===== config.mk =====
export PLATFORM = sky130hd
export DESIGN_NAME = pulse_time_keeper
export DESIGN_NICKNAME = d
export VERILOG_FILES = /design/src/rtl/ptk_pkg.sv /design/src/rtl/ptk_pulse_sync.sv /design/src/rtl/ptk_cfg_regs.sv /design/src/rtl/ptk_arm_fsm.sv /design/src/rtl/ptk_time_counter.sv /design/src/rtl/pulse_time_keeper.sv
export SDC_FILE = /design/constraint.sdc
export NUM_CORES = 1
export LEC_CHECK = 0
export ABC_AREA = 1
export BUFFER_PORTS_ARGS = -buffer_cell sky130_fd_sc_hd__buf_2
export CAP_MARGIN = 20
export CORE_MARGIN = 2
export CORE_UTILIZATION = 50
export DETAILED_ROUTE_END_ITERATION = 8
export PLACE_DENSITY = 0.73
export SLEW_MARGIN = 20
export SYNTH_ARGS = -nofsm -noshare
export SYNTH_HDL_FRONTEND = slang
export SYNTH_SLANG_ARGS = --single-unit

===== constraint.sdc =====
create_clock -name clk -period 2.14 [get_ports clk]
set_clock_uncertainty 0.15 [all_clocks]
set_input_delay 0.107 -clock clk [delete_from_list [all_inputs] [get_ports clk]]
set_output_delay 0.107 -clock clk [all_outputs]
set_load 0.02 [all_outputs]

===== src/rtl/ptk_pkg.sv =====
package ptk_pkg;

    localparam int NUM_PULSES = 4;
    localparam int SEL_W      = 2;

    // pulse select codes; also the index into the pulse vector
    localparam logic [SEL_W-1:0] SEL_10MS  = 2'd0;
    localparam logic [SEL_W-1:0] SEL_1PPS  = 2'd1;
    localparam logic [SEL_W-1:0] SEL_10S   = 2'd2;
    localparam logic [SEL_W-1:0] SEL_19HZ  = 2'd3;

    typedef enum logic [1:0] {
        ST_UNSET      = 2'd0,
        ST_ARMED_COLD = 2'd1,
        ST_RUN        = 2'd2,
        ST_ARMED_RUN  = 2'd3
    } keeper_state_t;

endpackage


===== src/rtl/ptk_pulse_sync.sv =====
module ptk_pulse_sync #(
    parameter int N = 4
) (
    input  logic         clk,
    input  logic         rst_n,
    input  logic [N-1:0] pulse_i,
    output logic [N-1:0] rise_o
);
    for (genvar g = 0; g < N; g++) begin : g_sync
        logic meta_q, sync_q, last_q;

        always_ff @(posedge clk) begin
            if (!rst_n) begin
                meta_q <= 1'b0;
                sync_q <= 1'b0;
                last_q <= 1'b0;
            end else begin
                meta_q <= pulse_i[g];
                sync_q <= meta_q;
                last_q <= sync_q;
            end
        end

        assign rise_o[g] = sync_q & ~last_q;
    end
endmodule


===== src/rtl/ptk_cfg_regs.sv =====
module ptk_cfg_regs
    import ptk_pkg::*;
#(
    parameter int TIME_W = 40
) (
    input  logic              clk,
    input  logic              rst_n,
    input  logic              wr_en_i,
    input  logic              wr_addr_i,
    input  logic [TIME_W-1:0] wr_data_i,
    output logic              wr_time_o,
    output logic [TIME_W-1:0] pending_o,
    output logic [SEL_W-1:0]  sel_o
);
    assign wr_time_o = wr_en_i & ~wr_addr_i;

    always_ff @(posedge clk) begin
        if (!rst_n) begin
            pending_o <= '0;
            sel_o     <= SEL_1PPS;
        end else if (wr_en_i) begin
            if (wr_addr_i) sel_o     <= wr_data_i[SEL_W-1:0];
            else           pending_o <= wr_data_i;
        end
    end
endmodule


===== src/rtl/ptk_arm_fsm.sv =====
module ptk_arm_fsm
    import ptk_pkg::*;
(
    input  logic clk,
    input  logic rst_n,
    input  logic wr_time_i,
    input  logic sel_rise_i,
    output logic armed_o,
    output logic valid_o,
    output logic commit_o
);
    keeper_state_t state_q, state_d;

    // state register
    always_ff @(posedge clk) begin
        if (!rst_n) state_q <= ST_UNSET;
        else        state_q <= state_d;
    end

    // outputs
    always_comb begin
        armed_o = 1'b0;
        valid_o = 1'b0;
        unique case (state_q)
            ST_UNSET:      begin armed_o = 1'b0; valid_o = 1'b0; end
            ST_ARMED_COLD: begin armed_o = 1'b1; valid_o = 1'b0; end
            ST_RUN:        begin armed_o = 1'b0; valid_o = 1'b1; end
            ST_ARMED_RUN:  begin armed_o = 1'b1; valid_o = 1'b1; end
        endcase
        commit_o = sel_rise_i & (armed_o | wr_time_i);
    end

    // transitions
    always_comb begin
        state_d = state_q;
        unique case (state_q)
            ST_UNSET: begin
                if (commit_o)       state_d = ST_RUN;         // T_FIRST_LOAD
                else if (wr_time_i) state_d = ST_ARMED_COLD;  // T_ARM
            end
            ST_ARMED_COLD: begin
                if (commit_o)       state_d = ST_RUN;         // T_FIRST_LOAD
            end
            ST_RUN: begin
                if (commit_o)       state_d = ST_RUN;         // T_RELOAD
                else if (wr_time_i) state_d = ST_ARMED_RUN;   // T_REARM
            end
            ST_ARMED_RUN: begin
                if (commit_o)       state_d = ST_RUN;         // T_RELOAD
            end
        endcase
    end
endmodule


===== src/rtl/ptk_time_counter.sv =====
module ptk_time_counter #(
    parameter int TIME_W = 40
) (
    input  logic              clk,
    input  logic              rst_n,
    input  logic              commit_i,
    input  logic [TIME_W-1:0] load_i,
    input  logic              run_i,
    input  logic              tick_i,
    output logic [TIME_W-1:0] time_o
);
    always_ff @(posedge clk) begin
        if (!rst_n)              time_o <= '0;
        else if (commit_i)       time_o <= load_i;
        else if (run_i && tick_i) time_o <= time_o + 1'b1;
    end
endmodule


===== src/rtl/pulse_time_keeper.sv =====
module pulse_time_keeper
    import ptk_pkg::*;
#(
    parameter int TIME_W = 40
) (
    input  logic              clk,
    input  logic              rst_n,
    input  logic              tick_10ms_i,
    input  logic              pps_i,
    input  logic              pulse_10s_i,
    input  logic              trans_19hz_i,
    input  logic              wr_en_i,
    input  logic              wr_addr_i,
    input  logic [TIME_W-1:0] wr_data_i,
    output logic [TIME_W-1:0] time_o,
    output logic              valid_o
);
    logic [NUM_PULSES-1:0] pulse_vec;
    logic [NUM_PULSES-1:0] edge_rise;
    logic                  wr_time;
    logic [TIME_W-1:0]     pending;
    logic [SEL_W-1:0]      sel_q;
    logic                  armed;
    logic                  commit;
    logic [TIME_W-1:0]     load_val;

    // vector order follows the select codes
    assign pulse_vec = {trans_19hz_i, pulse_10s_i, pps_i, tick_10ms_i};

    ptk_pulse_sync #(.N(NUM_PULSES)) u_sync (
        .clk     (clk),
        .rst_n   (rst_n),
        .pulse_i (pulse_vec),
        .rise_o  (edge_rise)
    );

    ptk_cfg_regs #(.TIME_W(TIME_W)) u_cfg (
        .clk       (clk),
        .rst_n     (rst_n),
        .wr_en_i   (wr_en_i),
        .wr_addr_i (wr_addr_i),
        .wr_data_i (wr_data_i),
        .wr_time_o (wr_time),
        .pending_o (pending),
        .sel_o     (sel_q)
    );

    ptk_arm_fsm u_fsm (
        .clk        (clk),
        .rst_n      (rst_n),
        .wr_time_i  (wr_time),
        .sel_rise_i (edge_rise[sel_q]),
        .armed_o    (armed),
        .valid_o    (valid_o),
        .commit_o   (commit)
    );

    // a write in the commit cycle bypasses the pending register
    assign load_val = wr_time ? wr_data_i : pending;

    ptk_time_counter #(.TIME_W(TIME_W)) u_cnt (
        .clk      (clk),
        .rst_n    (rst_n),
        .commit_i (commit),
        .load_i   (load_val),
        .run_i    (valid_o),
        .tick_i   (edge_rise[SEL_10MS]),
        .time_o   (time_o)
    );
endmodule


==> impl_metrics.csv <==
group,metric,value,unit
run_status,outcome,"completed",
drt,via_per_inst,5.10,
cts,htree_num_levels,3,
drt,wire_per_inst,14.2,um
yosys,synthesis.area,5080,um^2
critical_path,slowest_stage,"dlygate4sd3_1",
placed_design,dp_hpwl,10500,um
floorplan,io_pins,89,
finish,instances_no_fill,1019,
sta,finalSetupViolations,0,
cts,cts_root_buf,"clkbuf_8",
global_routing,antenna_found_initial,0,
job,max_cap_violations,0,
critical_path,worst_ep_arrival_time,2.08,ns
floorplan,core_area,9820,um^2
cts,clkTransAtPathRegs,0.10,ns
sta,timing.final.crit_share,0.916,
yosys,synth_area_leaders,"dfxtp_1 (38%), nand2_1 (15%), nor2_1 (9.5%), nand3_1 (5.2%), inv_1 (4.7%)",
yosys,synth_largest_area_cell,"dfxtp_1",
global_routing,grt_pass1_wl,24400,um
drt,drt-total-wl,14500,um
yosys,synthFlopType,"dfxtp_1",
yosys,syn_area_per_cell,6.81,um^2
yosys,yosysTopAreaCellShare,0.378,
critical_path,crit_top_cell,"dlygate4sd3_1",
yosys,synth_cells,747,
critical_path,critPathTopFamily,"buffers and inverters",
yosys,synth_cell_type_count,40,
sta,fin_tns_setup,0,ns
sta,slew_viol_final,0,
finish,final_cell_mix,"nand2_1 (199), nor2_1 (128), dfxtp_1 (96)",
cts,cts_tree,"yes",
pwr,power.density,597,nW/um^2
global_routing,grt_max_degree,33,
yosys,ys_seq_area_frac,0.378,
global_routing,grt_usage,0.274,
sta,rsz0062_at_grt,"no",
sta,finalCriticalPeriod,1.96,ns
yosys,syn_nets,796,
yosys,synthArstFlopShare,0,
sta,worst_pin_slew,0.646,ns
placed_design,io_buffers,88,
floorplan,rows,36,
drt,remaining_drc_errors,0,
drt,vias,5196,
drt,drt_iter0_markers,347,
critical_path,crit_path_cell_trace,"dlygate4sd3_1 -> buf_2 -> nand3_1 -> dlygate4sd3_1 -> nand3_1 -> dlygate4sd3_1",
sta,fmax,510,MHz
pwr,p_leak,2.71,nW
global_routing,grt_pass1_vias,5062,
cts,clkSinkCount,96,
cts,numCtsBuffers,9,
drt,drt_first_pass_iters,7,
yosys,ys_ff_latch,96,
critical_path,critPathMaxFanout,2,
critical_path,critPathCaptureType,"register",
finish,area_growth_syn_to_layout,25.0,%
finish,fill_cells,917,
finish,drive_gt1_frac,0.188,
critical_path,required,2.26,ns
floorplan,die_y,105,um
critical_path,crit_type,"primary input to register",
critical_path,cp_slowest_stage_delay,0.58,ns
finish,layout.nets,930,
yosys,yosysWarnings,0,
sta,hold_viol,0,
worst_hold_path,worst_hold_path_type,"primary input to register",
cts,clk_latency,0.38,ns
placed_design,place_area,5640,um^2
pwr,irDropWorstVdd,473,uV
finish,fin_area,6350,um^2
yosys,synth-edff-count,0,
critical_path,start_kind,"primary input",
placed_design,placed_cells,955,
critical_path,crit_buf_inv,4,
floorplan,die_width,105,um
placed_design,place_congestion,0.947,
cts,cts_buffer_depth,2,
sta,relSlewSlack,0.569,
cts,cts_setup_buffers,0,
floorplan,start_util,0.518,
floorplan,die-area,11000,um^2
finish,antenna_cells,0,
finish,final_common_cell,"nand2_1",
drt,final_antenna_net_count,0,
global_routing,grt-ovfl-total,0,
==> logic make-up (layout without fill, tap and decap cells) <==
| logic type | count (synthesis) | in the layout | share of synthesized area |
|---|---|---|---|
| adders and majority gates | 1 | 1 | 0.00246 |
| muxes | 23 | 23 | 0.0453 |
| DFF | 96 | 96 | 0.378 |
| and+or+nand+nor | 447 | 447 | 0.391 |
| buffers and inverters | 99 | 238 | 0.0920 |
| AOI/OAI and AO/OA | 76 | 76 | 0.0829 |
| xor gates and xnor gates | 5 | 5 | 0.00861 |
==> power by group <==
group	internal [W]	switching (W)
logic	0.000239	0.000301
registers	0.00186	0.0000525
clock network	0.000660	0.000675
total	0.00276	0.00103
==> tightest hold or removal path, delay by kind of cell <==
| family | cells | cell delay, ns |
|---|---|---|
| buffers and inverters | 1 | 0.12 |
| and+or+nand+nor | 3 | 0.32 |
==> worst paths after layout <==
check             cells after the start                 endpoint  slack [ns]               startpoint
setup / recovery                      6           u_cfg.sel_o[0]        0.18             wr_data_i[0]
setup reg to reg                     10         u_cnt.time_o[18]        0.20          u_cnt.time_o[0]
hold / removal                        4         u_fsm.state_q[0]        0.06                wr_addr_i
hold reg to reg                       2  u_sync.g_sync[3].sync_q        0.27  u_sync.g_sync[3].meta_q
==> final cells by class <==
type	count	area [um^2]	area share
sequential	96	1920	0.302
clock buffer	9	124	0.0195
tap	133	166	0.0262
inverter	70	272	0.0427
timing repair buffer	152	1070	0.168
clock inverter	7	96.3	0.0152
multi-input combinational	552	2710	0.426
==> registers in the layout, indices dropped and copies added (netlist names) <==
| name | cells |
|---|---|
| u_fsm.state_q | 2 |
| u_cfg.sel_o | 2 |
| u_sync.g_sync.meta_q | 4 |
| u_sync.g_sync.sync_q | 4 |
| u_sync.g_sync.last_q | 4 |
| u_cfg.pending_o | 40 |
| u_cnt.time_o | 40 |
==> routing by layer <==
layer | routed length (um) | vias up | GRT usage | part of all wire
li1 | - | 2627 | - | -
met1 | 6440 | 2350 | 0.359 | 0.44
met2 | 6850 | 193 | 0.450 | 0.47
met3 | 928 | 26 | 0.0512 | 0.064
met4 | 278 | 0 | 0.102 | 0.019
met5 | 0 | - | 0 | 0
==> synthesized netlist by cell type (3+ instances only) <==
cell      instances
dfxtp_1          96
or2_0             3
or2_1             6
xor2_1            4
clkbuf_1          8
o211ai_1          3
o21a_1            9
nor3_2            7
nor2_4            4
o21ai_1           3
nor3_1            7
a21oi_1          31
mux2i_1          23
nand2_1         199
nor2_1          129
nand3_1          53
nand4_1           3
buf_2             9
o21ai_0          25
buf_6             7
nand3b_1          7
inv_2             4
nor2_2            7
or2_2             9
o31ai_1           4
nand2_2           6
inv_1            63
==> repair_timing <==
action                                 4_1_cts  5_1_grt
endpoints found under the hold margin       49        0
hold buffers                                48        0
setup endpoints to repair                    0        4
resized for setup                            0        3
==> metrics by stage <==
| step | worst slack, ns | utilization | hold slack (ns) | total power [W] |
|---|---|---|---|---|
| after CTS | 0.122 | 0.646 | 0.0410 | 0.00380 |
| after detailed placement | 0.139 | 0.574 | 0.142 | 0.00243 |
| after global routing | 0.0197 | 0.647 | 0.0802 | 0.00395 |
| after global placement | 0.188 | 0.574 | 0.139 | 0.00241 |
| after floorplan | 0.287 | - | 0.0546 | 0.00227 |
| final | 0.180 | 0.647 | 0.0576 | 0.00379 |
No activity file was read; power rests on OpenSTA's default activity.
